===== src/rtl/dst_pkg.sv =====
package dst_pkg;

    typedef enum logic [1:0] {
        CASC_WIDE  = 2'b00,
        CASC_PRESC = 2'b01,
        CASC_SPLIT = 2'b10,
        CASC_SPLT2 = 2'b11
    } casc_e;

    typedef enum logic {
        ST_HALT  = 1'b0,
        ST_COUNT = 1'b1
    } run_state_e;

    localparam int ACT_RST = 0;
    localparam int ACT_TOG = 1;
    localparam int ACT_IRQ = 2;
    localparam int ACT_W   = 3;

endpackage


===== src/rtl/dst_clk_sel.sv =====
module dst_clk_sel #(
    parameter int NSRC  = 5,
    parameter int SEL_W = 3
) (
    input  logic [NSRC-1:0]  src_en,
    input  logic [SEL_W-1:0] sel,
    output logic             tick
);
    logic [NSRC-1:0] hit;

    genvar g;
    generate
        for (g = 0; g < NSRC; g++) begin : g_src
            assign hit[g] = src_en[g] && (sel == SEL_W'(g));
        end
    endgenerate

    // codes at or above NSRC select nothing and therefore never tick
    assign tick = |hit;
endmodule


===== src/rtl/dst_nib_stage.sv =====
module dst_nib_stage #(
    parameter int W = 4
) (
    input  logic         clk,
    input  logic         rst_n,
    input  logic         clear,
    input  logic         step,
    input  logic         wrap_on_cmp,
    input  logic         force_zero,
    input  logic [W-1:0] cmp,
    output logic [W-1:0] cnt,
    output logic         at_cmp,
    output logic         at_top,
    output logic         pulse
);
    assign at_cmp = (cnt == cmp);
    assign at_top = &cnt;

    always_ff @(posedge clk) begin
        if (!rst_n) begin
            cnt   <= '0;
            pulse <= 1'b0;
        end else begin
            pulse <= step && at_cmp;
            if (clear) begin
                cnt <= '0;
            end else if (step) begin
                if (force_zero || (wrap_on_cmp && at_cmp)) cnt <= '0;
                else                                       cnt <= cnt + 1'b1;
            end
        end
    end

    // a prescaler pulse always follows a tick
    assert_pulse_after_tick_R7: assert property (@(posedge clk) disable iff (!rst_n)
        pulse |-> $past(step));

    // in wrap-on-compare use a compare tick returns the stage to zero
    assert_cmp_wrap_R5: assert property (@(posedge clk) disable iff (!rst_n)
        (step && wrap_on_cmp && at_cmp && !clear) |=> (cnt == '0));
endmodule


===== src/rtl/dst_byte_stage.sv =====
module dst_byte_stage
    import dst_pkg::*;
#(
    parameter int W = 8
) (
    input  logic             clk,
    input  logic             rst_n,
    input  logic             clear,
    input  logic             wide,
    input  logic             adv,
    input  logic             nib_hit,
    input  logic [W-1:0]     cmp,
    input  logic [ACT_W-1:0] mask_match,
    input  logic [ACT_W-1:0] mask_wrap,
    output logic [W-1:0]     cnt,
    output logic [ACT_W-1:0] req,
    output logic             wave,
    output logic             irq
);
    logic hit, match_ev, wrap_ev;

    always_comb begin
        hit      = (cnt == cmp);
        match_ev = wide ? (nib_hit && hit) : (adv && hit);
        wrap_ev  = adv && (&cnt);
        req      = ({ACT_W{match_ev}} & mask_match) | ({ACT_W{wrap_ev}} & mask_wrap);
    end

    always_ff @(posedge clk) begin
        if (!rst_n) begin
            cnt  <= '0;
            wave <= 1'b0;
            irq  <= 1'b0;
        end else begin
            wave <= wave ^ req[ACT_TOG];
            irq  <= req[ACT_IRQ];
            if (clear)             cnt <= '0;
            else if (req[ACT_RST]) cnt <= '0;
            else if (adv)          cnt <= cnt + 1'b1;
        end
    end

    // a wrap always brings the stage to zero
    assert_wrap_zero_R8: assert property (@(posedge clk) disable iff (!rst_n)
        (adv && (&cnt) && !clear) |=> (cnt == '0));

    // the waveform only moves on a compare or wrap event
    assert_wave_cause_R10: assert property (@(posedge clk) disable iff (!rst_n)
        (wave != $past(wave)) |-> $past(match_ev || wrap_ev));

    // an interrupt follows a counting step
    assert_irq_cause_R11: assert property (@(posedge clk) disable iff (!rst_n)
        irq |-> $past(adv || nib_hit));
endmodule


===== src/rtl/dual_stage_timer.sv =====
module dual_stage_timer
    import dst_pkg::*;
#(
    parameter int LO_W  = 4,
    parameter int HI_W  = 8,
    parameter int NSRC  = 5,
    parameter int SEL_W = 3
) (
    input  logic             clk,
    input  logic             rst_n,
    input  logic             run,
    input  logic [SEL_W-1:0] src_sel,
    input  logic [NSRC-1:0]  src_en,
    input  logic [1:0]       casc_mode,
    input  logic [LO_W-1:0]  cmp_lo,
    input  logic [HI_W-1:0]  cmp_hi,
    input  logic [ACT_W-1:0] act_on_match,
    input  logic [ACT_W-1:0] act_on_wrap,
    output logic [LO_W-1:0]  cnt_lo,
    output logic [HI_W-1:0]  cnt_hi,
    output logic             pre_pulse,
    output logic             wave_out,
    output logic             irq
);
    run_state_e state, state_nx;
    casc_e      mode;
    logic       tick, step, halted;
    logic       lo_at_cmp, lo_at_top, nib_hit, adv_hi, wide;
    logic [ACT_W-1:0] req;

    // state register
    always_ff @(posedge clk) begin
        if (!rst_n) state <= ST_HALT;
        else        state <= state_nx;
    end

    // transitions: start and stop
    always_comb begin
        state_nx = state;
        unique case (state)
            ST_HALT:  if (run)  state_nx = ST_COUNT;
            ST_COUNT: if (!run) state_nx = ST_HALT;
            default:            state_nx = ST_HALT;
        endcase
    end

    // per-state outputs and cascade steering
    always_comb begin
        mode    = casc_e'(casc_mode);
        halted  = (state == ST_HALT);
        step    = (state == ST_COUNT) && tick;
        wide    = (mode == CASC_WIDE);
        nib_hit = step && lo_at_cmp;
        unique case (mode)
            CASC_WIDE:  adv_hi = step && lo_at_top;
            CASC_PRESC: adv_hi = nib_hit;
            default:    adv_hi = step;
        endcase
    end

    dst_clk_sel #(.NSRC(NSRC), .SEL_W(SEL_W)) u_sel (
        .src_en (src_en),
        .sel    (src_sel),
        .tick   (tick)
    );

    dst_nib_stage #(.W(LO_W)) u_lo (
        .clk         (clk),
        .rst_n       (rst_n),
        .clear       (halted),
        .step        (step),
        .wrap_on_cmp (!wide),
        .force_zero  (wide && req[ACT_RST]),
        .cmp         (cmp_lo),
        .cnt         (cnt_lo),
        .at_cmp      (lo_at_cmp),
        .at_top      (lo_at_top),
        .pulse       (pre_pulse)
    );

    dst_byte_stage #(.W(HI_W)) u_hi (
        .clk        (clk),
        .rst_n      (rst_n),
        .clear      (halted),
        .wide       (wide),
        .adv        (adv_hi),
        .nib_hit    (nib_hit),
        .cmp        (cmp_hi),
        .mask_match (act_on_match),
        .mask_wrap  (act_on_wrap),
        .cnt        (cnt_hi),
        .req        (req),
        .wave       (wave_out),
        .irq        (irq)
    );

    // two edges with run low leave both counters at zero
    assert_halt_clears_R3: assert property (@(posedge clk) disable iff (!rst_n)
        ($past(!run) && $past(!run, 2)) |-> (cnt_lo == '0 && cnt_hi == '0));

    // without a tick while counting, the counters hold
    assert_no_tick_hold_R2: assert property (@(posedge clk) disable iff (!rst_n)
        (state == ST_COUNT && !tick) |=> ($stable(cnt_lo) && $stable(cnt_hi)));

    // in wide mode the high stage moves only on a low-stage wrap
    assert_wide_carry_R4: assert property (@(posedge clk) disable iff (!rst_n)
        (state == ST_COUNT && wide && !lo_at_top && req == '0) |=> $stable(cnt_hi));
endmodule


===== config.mk =====
export PLATFORM = sky130hd
export DESIGN_NAME = dual_stage_timer
export DESIGN_NICKNAME = d
export VERILOG_FILES = /design/src/rtl/dst_pkg.sv /design/src/rtl/dst_clk_sel.sv /design/src/rtl/dst_nib_stage.sv /design/src/rtl/dst_byte_stage.sv /design/src/rtl/dual_stage_timer.sv
export SDC_FILE = /design/constraint.sdc
export NUM_CORES = 1
export LEC_CHECK = 0
export BUFFER_PORTS_ARGS = -buffer_cell sky130_fd_sc_hd__buf_4
export CAP_MARGIN = 20
export CORE_ASPECT_RATIO = 1.75
export CORE_MARGIN = 4
export CORE_UTILIZATION = 42
export DETAILED_ROUTE_END_ITERATION = 16
export PLACE_DENSITY = 0.73
export SYNTH_ARGS = -nofsm -noshare
export SYNTH_HDL_FRONTEND = slang
export SYNTH_SLANG_ARGS = --single-unit

===== constraint.sdc =====
create_clock -name clk -period 1.95 [get_ports clk]
set_clock_uncertainty 0.15 [all_clocks]
set_input_delay 0.0975 -clock clk [delete_from_list [all_inputs] [get_ports clk]]
set_output_delay 0.0975 -clock clk [all_outputs]
set_load 0.1 [all_outputs]

* Word-level counts from Yosys, hierarchy flattened *
Cells that the tools add are included.

cells by class
  $add $sub $neg = 2
  bitwise logic cells = 6
  reduce and logical (&&, ||, !) cells = 22
  mux-type cells = 4
  eq/ne operators = 7

operator list
  operator                                              count
  logical AND 1 bit                                     13
  adder 8 x 1 -> 8 bit (second input constant)          1
  equality test 8 bit                                   1
  AND reduction 8 bit                                   1
  AND 3 bit                                             2
  equality test 3 x 2 -> 1 bit (second input constant)  2
  OR reduction 5 bit                                    1
  adder 4 x 1 -> 4 bit (second input constant)          1
  equality test 4 bit                                   1
  2-to-1 mux 4 bit                                      1
  AND reduction 4 bit                                   1
  equality test 3 x 1 -> 1 bit (second input constant)  1
  equality test 3 bit (second input constant)           1
  logical NOT 3 bit                                     1
  bitwise OR 3 bit                                      1
  OR reduction 3 bit                                    1
  equality test 2 x 1 -> 1 bit (second input constant)  1
  logical NOT 2 bit                                     1
  2-to-1 mux 1 bit                                      2
  NOT 1 bit                                             2
  one-hot mux 1 bit (2 select lines)                    1
  AND reduction 2 bit                                   1
  logical NOT 1 bit                                     1
  logical OR 1 bit                                      1
  XOR 1 bit                                             1

word-level totals
  logic and storage cells = 47
  bits of input ports = 31
  bits in registers = 16

* Depth between registers and ports, before layout *
Gate-level depths: netlist of run 1.

  depth after elaboration = 13
  depth in mapped cells = 7

* Cells and area by module *
From an unflattened synthesis of run 1, not the netlist that was laid out.

second synthesis, totals
  cells, all modules = 117
  area total of the unflattened synthesis = 1083.5 um2

modules (own cells, without submodules)
  module            area an instance (um2)  instances  cells an instance
  dst_byte_stage    656.9                   1          72
  dst_nib_stage     295.3                   1          29
  dual_stage_timer  77.6                    1          10
  dst_clk_sel       53.8                    1          6

* Worst setup path after synthesis of run 1 *
OpenSTA, ideal clock, no wires.

  path type = register to register
  start = register u_lo.cnt[3]
  end = register u_hi.wave
  setup time = 0.115 ns
  data required time = 1.685 ns
  cell stages (with the launch flop) = 7
  buffers on the path = 0
  arrival time = 2.306 ns
  path slack = -0.622 ns
  cells stage by stage = dfxtp_1 > xor2_1 > nor4_4 > a211o_4 > and4_4 > o21ai_1 > and3b_1

between the ends
  longest elaborated chain between the ends = 8
  elaborated cells on any way between the ends = 13
  classes of those cells = eq/ne (1); mux (2); bitwise (4); reduce/logical (6)

RTL lines
  item                                                        RTL line                                        text
  from (decl)                                                 dst_nib_stage.sv:11                             output logic [W-1:0] cnt,
  from (signal assigned)                                      dst_nib_stage.sv:29                             else cnt <= cnt + 1'b1;
  equality test 4 bit or AND reduction 4 bit (tied branches)  dst_nib_stage.sv:16, dst_nib_stage.sv:17
  logical AND 1 bit, on equally long branches                 dual_stage_timer.sv:53, dual_stage_timer.sv:55
  one-hot mux 1 bit (2 select lines)                          dual_stage_timer.sv:54                          unique case (mode)
  logical AND 1 bit                                           dst_byte_stage.sv:24                            match_ev = wide ? (nib_hit && hit) : (adv && hit);
  2-to-1 mux 1 bit                                            dst_byte_stage.sv:24
  AND 3 bit                                                   dst_byte_stage.sv:26                            req = ({ACT_W{match_ev}} & mask_match) | ({ACT_W{wrap_ev}} & mask_wrap);
  bitwise OR 3 bit (*)                                        dst_byte_stage.sv:26
  XOR 1 bit (*)                                               dst_byte_stage.sv:35                            wave <= wave ^ req[ACT_TOG];
  to (signal assigned)                                        dst_byte_stage.sv:35
  to (decl)                                                   dst_byte_stage.sv:17                            output logic wave,

Mark *: on every way between the ends. The rest lies on a longest branch, timed or not.
A chain may end at the register's enable or synchronous reset.

* Worst setup path in the final report of run 1 *
Same ends and word-level chain as after synthesis.

==> results of run 1 <==
-- per-layer routing --
layer | GRT usage [%] | wire (um) | share of wire (%)
met5 | 0 | 0 | 0
met4 | 7.49 | 54 | 1.9
met3 | 3.43 | 136 | 4.9
met2 | 34.1 | 1690 | 60
met1 | 16.9 | 918 | 33
-- kinds of logic (layout without fill, tap and decap cells) --
kind of cell,after synthesis,count (layout),share of synthesized area (%)
flip-flops,16,16,31.2
AO/OA/AOI/OAI,10,10,9.14
buffers and inverters,2,57,0.852
AND/OR/NAND/NOR,48,48,34.7
multiplexers,3,3,2.92
adder cells (fa/ha/maj),2,2,2.44
XOR/XNOR,22,22,18.8
-- worst min-delay path, cell delays in order --
cell     delay, ns
buf_4         0.12
nand4_4       0.08
a31oi_4       0.10
nor2_1        0.08
-- path summary, 6_finish.rpt --
check                                  end                startpoint  slack [ns]
setup / recovery      u_hi.wave$_SDFF_PN0_  u_lo.cnt[3]$_SDFFE_PN0N_        0.04
hold / removal    u_lo.cnt[2]$_SDFFE_PN0N_            act_on_wrap[0]        0.11
setup reg to reg      u_hi.wave$_SDFF_PN0_  u_lo.cnt[3]$_SDFFE_PN0N_        0.04
hold reg to reg   u_hi.cnt[1]$_SDFFE_PP0N_  u_hi.cnt[1]$_SDFFE_PP0N_        0.39
-- power by group through the flow --
stage / clock network (mW) / registers, mW / logic (mW)
4_1_cts: 0.257 / 0.318 / 0.120
5_1_grt: 0.278 / 0.318 / 0.133
6_report: 0.254 / 0.318 / 0.123
3_3_place_gp: 0 / 0.326 / 0.108
3_5_place_dp: 0 / 0.326 / 0.110
2_1_floorplan: 0 / 0.329 / 0.0430
-- final cells by class --
type                       count  area [um^2]  area share [%]
multi-input combinational     85          754            47.3
timing repair buffer          52          403            25.3
sequential                    16          358            22.4
clock buffer                   3         41.3            2.59
tap                           25         31.3            1.96
clock inverter                 1         3.75           0.235
inverter                       1         3.75           0.235
-- registers in the layout, indices dropped and copies added (netlist names) --
name        count
state           1
u_hi.cnt        8
u_hi.irq        1
u_hi.wave       1
u_lo.cnt        4
u_lo.pulse      1
-- cells in the mapped netlist --
master    number  area, um^2
xnor2_1        5        43.8
o21ai_1        1        5.00
buf_2          1        5.00
o21bai_1       1        7.51
ha_1           2        25.0
and4_1         1        8.76
and3_1         3        18.8
o211a_1        1        10.0
xor2_1        17         149
inv_1          1        3.75
and4b_2        1        11.3
and3b_1        1        8.76
nand3_1        6        30.0
nor4b_4        1        23.8
nor2_2         1        6.26
nor4bb_1       1        10.0
nand4_4        2        42.5
nand3b_1       1        7.51
and4_4         1        11.3
a31oi_2        1        12.5
a21oi_1        2        10.0
nor3_1         1        5.00
nor4_1         2        12.5
nor3b_1        2        15.0
nor4_4         1        21.3
a21boi_0       1        7.51
and2_1         1        6.26
nor2_1        11        41.3
and3_2         2        15.0
o311a_2        1        11.3
nand4_1        3        18.8
and2_4         1        8.76
nand2_1        3        11.3
mux2i_1        3        30.0
dfxtp_1       16         320
nor3b_2        1        12.5
nor3_2         1        10.0
a211o_4        1        17.5
a211oi_2       1        12.5
-- repair_timing --
action	4_1_cts	5_1_grt
resized for setup	1	4
hold buffers	5	0
hold endpoints to repair	3	0
buffers inserted	1	1
pin swaps	1	1
endpoints found under the setup margin	4	10
-- metrics by stage --
stage / instance area [um^2] / power [mW] / setup TNS (ns)
final: 1600 / 0.696 / 0
after global routing: 1600 / 0.729 / -0.00225
after CTS: 1560 / 0.696 / 0
after detailed placement: 1450 / 0.436 / -0.0516
after global placement: 1450 / 0.433 / 0
after floorplan: 1090 / 0.372 / -0.0976
==> qor.csv, run 1 <==
metric;value;unit
avgRoutedWirePerCell;15.3;um
antenna_cells;0;
power.leakage;0.707;nW
hold_ws;0.112;ns
num_vias;975;
clk_latency;0.25;ns
worstPathRequired;1.94;ns
path_buf_inv;1;
cp.arrival;1.90;ns
max_slew_margin;74.1;%
min_period;1.91;ns
avgViaCountPerCell;5.33;
grt_max_degree;19;
maxCapViolCount;0;
seqPwrFrac;45.7;%
clkPwrFrac;36.5;%
antenna_found_initial;0;
worstPathCellList;xor2_2 > nor4_4 > buf_4 > a211o_4 > and4_4 > nor3_2 > and3b_1;
slew_viol_final;0;
cts_made_buffers;3;
setup_viol;0;
num_rows;23;
initial_core_util;44.6;%
clockBufferDepth;2;
drc;0;
hold_class;in2reg;
seq_area_frac_synth;31.2;%
combPwrFrac;17.7;%
die_y;73.4;um
synth_area;1030;um^2
slowest_stage;dfxtp_4;
p_int;0.526;mW
crit_path_start_kind;register;
switchingPower;0.170;mW
cp_max_fo;7;
portBuffers;45;
area_growth;55.3;%
drtIter0Drc;17;
core;2300;um^2
status;finished, final reports clean;
fp.dieW;45.4;um
syn_inst;103;
hold_path_depth;4;
nNetsFinal;192;
layout_common_cells;47 x buf_4, 13 x xor2_1, 11 x nor2_1;
gp_congestion;0.843;
path_depth;7;
crit_family;simple AND/OR/NAND/NOR gates;
utilization;69.3;%
boundaryPins;46;
path_class;reg2reg;
grt.total_usage;17.7;%
clock_sinks;16;
firstDrtPassIters;4;
stdcell_count;183;
syn-num-nets;136;
cts_htree_levels;1;
drive_above_1_share;53.8;%
finalWirelength;2800;um
fill_cells;191;
dieArea;3330;um^2
grt_pass1_vias;1063;
cp-end-kind;register;
hpwl;2160;um
reg2regPathDepth;7;
overflow;0;
tritoncts;built;
ant_nets;0;
slowest_delay;0.37;ns
post-place-ws;-0.0189;ns
setup_slack;0.0442;ns
yosys_register_bits;16;
clk_pin_slew_worst_paths;0.06;ns
postSynthAreaPerCell;9.97;um^2
grt_pass1_wl;4480;um
worstMarginPinSlew;0.388;ns
final_common_cell;buf_4;
synth.distinct_cells;39;
root_buffer;clkbuf_8;
peakVddDrop;0.464;mV
post-route-period-util;97.7;%
ys.warnings.count;0;
switching_share;24.5;%
clock.fmax;525;MHz
power_density;436;nW/um^2
dp_cells;172;
finalHoldViolCount;0;
No activity file was read; power rests on OpenSTA's default activity.
==> inputs of run 2 (changes only) <==
--- a/config.mk
+++ b/config.mk
@@ -7,11 +7,10 @@
 export LEC_CHECK = 0
 export BUFFER_PORTS_ARGS = -buffer_cell sky130_fd_sc_hd__buf_4
 export CAP_MARGIN = 20
-export CORE_ASPECT_RATIO = 1.75
 export CORE_MARGIN = 4
-export CORE_UTILIZATION = 42
+export CORE_UTILIZATION = 50
 export DETAILED_ROUTE_END_ITERATION = 16
-export PLACE_DENSITY = 0.73
+export PLACE_DENSITY = 0.82
 export SYNTH_ARGS = -nofsm -noshare
 export SYNTH_HDL_FRONTEND = slang
 export SYNTH_SLANG_ARGS = --single-unit
==> constraint.sdc (replaced) <==
create_clock -name clk -period 2.4 [get_ports clk]
set_clock_uncertainty 0.15 [all_clocks]
set_input_delay 0.12 -clock clk [delete_from_list [all_inputs] [get_ports clk]]
set_output_delay 0.12 -clock clk [all_outputs]
set_load 0.1 [all_outputs]
==> run 2 against run 1 <==
Sequential power fell by 16%. Count of clock-buffer cells in the layout did not move. Non-clock buffer count rose by 2. Final area fell by 5.7%. First-iteration DRC count fell by 5.9%. Die area fell by 15%. Register-to-register slack barely moved. Clock power fell by 45%. Combinational power fell by 20%. Maximum frequency fell by 19%. Total power fell by 27%. Critical endpoint is now u_hi.irq$_SDFF_PN0_. Largest cell class unchanged. Largest power group unchanged. Highest routed layer unchanged.
==> qor.csv, run 2 (synthesis gave the netlist of run 1 again) <==
metric;value;unit
firstDrtPassIters;4;
cp_max_fo;5;
dpl-instance-area;1400;um^2
cp.arrival;2.43;ns
p_int;0.382;mW
switching_share;24.7;%
post-route-period-util;98.0;%
clk_latency;0.29;ns
portBuffers;45;
fin_area;1500;um^2
grt_pass1_wl;3940;um
clock.fmax;425;MHz
finalWirelength;2640;um
setup_slack;0.0471;ns
tritoncts;built;
hold_class;in2reg;
crit_path_start_kind;register;
avgRoutedWirePerCell;14.2;um
hpwl;1990;um
slew_viol_final;0;
status;finished, final reports clean;
path_class;reg2reg;
worstMarginPinSlew;0.378;ns
max_slew_margin;74.8;%
antenna_found_initial;0;
initial_core_util;52.4;%
avgViaCountPerCell;5.23;
boundaryPins;46;
power.leakage;0.701;nW
seqPwrFrac;52.9;%
cts_made_buffers;3;
reg2regPathDepth;7;
reg_top3;u_hi.cnt (8), u_lo.cnt (4);
clk_pin_slew_worst_paths;0.09;ns
grt.total_usage;19.7;%
num_vias;972;
rrSetupSlack;0.05;ns
grt_max_degree;19;
final_common_cell;buf_4;
peakVddDrop;0.388;mV
fp.dieW;53.3;um
dieArea;2840;um^2
hold_path_depth;4;
nNetsFinal;194;
min_from;act_on_wrap[0];
clockBufferDepth;2;
core;1960;um^2
gp_congestion;0.901;
setup_viol;0;
overflow;0;
die_y;53.3;um
cts_htree_levels;1;
maxCapViolCount;0;
power_density;337;nW/um^2
drc;0;
worstPathRequired;2.48;ns
largest_register_ffs;8;
min_period;2.35;ns
clkPwrFrac;27.7;%
post-place-ws;0.437;ns
finalHoldViolCount;0;
regMostFlops;u_hi.cnt;
area_growth;46.4;%
layout_common_cells;49 x buf_4, 17 x xor2_1, 11 x nor2_1;
drive_above_1_share;46.5;%
holdPathEnd;u_hi.cnt[7]$_SDFFE_PP0N_;
ant_nets;0;
clock_sinks;16;
grt_pass1_vias;934;
root_buffer;clkbuf_4;
cp-end-kind;register;
drtIter0Drc;16;
r2r-start;u_lo.cnt[0]$_SDFFE_PN0N_;
antenna_cells;0;
worstReg2RegEnd;u_hi.irq$_SDFF_PN0_;
switchingPower;0.125;mW
num_rows;16;
combPwrFrac;19.4;%
[run 2: changes by cell type in the layout (fill, tap and decap cells not counted), moves of 3 or more]
cell / before / now
clkbuf_4: 0 / 3
clkbuf_8: 3 / 0
dfxtp_1: 4 / 10
dfxtp_2: 3 / 6
dfxtp_4: 9 / 0
xor2_1: 13 / 17
xor2_2: 4 / 0
[run 2: stage by stage]
| stage | cells | power, mW | utilization (%) | setup TNS, ns | hold slack [ns] |
|---|---|---|---|---|---|
| after floorplan | 103 | 0.311 | - | 0 | 0.0917 |
| after global placement | 174 | 0.360 | 71.4 | 0 | 0.181 |
| after detailed placement | 174 | 0.362 | 71.4 | 0 | 0.186 |
| after CTS | 182 | 0.503 | 75.1 | 0 | 0.120 |
| after global routing | 186 | 0.529 | 76.7 | -0.0140 | 0.124 |
| final | 186 | 0.507 | 76.7 | 0 | 0.107 |
[run 2: worst max path at each step]
stage	start	endpoint	cells past startpoint	slack, ns
finish	u_lo.cnt[0]$_SDFFE_PN0N_	u_hi.irq$_SDFF_PN0_	7	0.05
floorplan	u_hi.cnt[3]$_SDFFE_PP0N_	u_hi.wave$_SDFF_PN0_	6	0.04
global route	u_lo.cnt[0]$_SDFFE_PN0N_	u_hi.irq$_SDFF_PN0_	7	-0.01
global placement	u_lo.cnt[3]$_SDFFE_PN0N_	u_lo.cnt[1]$_SDFFE_PN0N_	6	0.48
CTS	u_lo.cnt[2]$_SDFFE_PN0N_	u_hi.irq$_SDFF_PN0_	7	0.04
detailed placement	u_lo.cnt[3]$_SDFFE_PN0N_	u_lo.cnt[1]$_SDFFE_PN0N_	6	0.44
[run 2: worst max-delay path: stages (launching register included)]
cell,delay (ns)
dfxtp_2,0.36
xor2_1,0.20
nor4_4,0.39
a211o_4,0.22
and2_4,0.17
nand3_1,0.08
a21boi_1,0.15
dlygate4sd3_1,0.58
[run 2: area by class of cell]
class | count | area [um^2]
well taps | 27 | 33.8
flip-flops and latches | 16 | 328
multi-input cells | 85 | 698
fillers | 147 | 458
clock buffers | 3 | 22.5
inverters | 1 | 3.75
repair buffers | 54 | 418
[run 2: per-layer routing]
layer	vias up	global-route usage [%]	share of wire [%]
li1	489	-	-
met1	444	19.7	37
met2	32	38.2	53
met3	7	4.23	6.9
met4	0	8.09	2.9
met5	-	0	0
[run 2: repair_timing]
action                                  CTS  global route
endpoints found under the setup margin    0             1
resized for setup                         0             1
setup buffers                             0             4
hold endpoints to repair                  3             0
hold buffers                              5             0
[run 2: power groups by stage]
stage / clock network, mW / logic (mW) / registers, mW
6_report: 0.140 / 0.0985 / 0.268
5_1_grt: 0.155 / 0.105 / 0.269
4_1_cts: 0.141 / 0.0933 / 0.268
3_5_place_dp: 0 / 0.0879 / 0.275
3_3_place_gp: 0 / 0.0857 / 0.275
2_1_floorplan: 0 / 0.0336 / 0.277
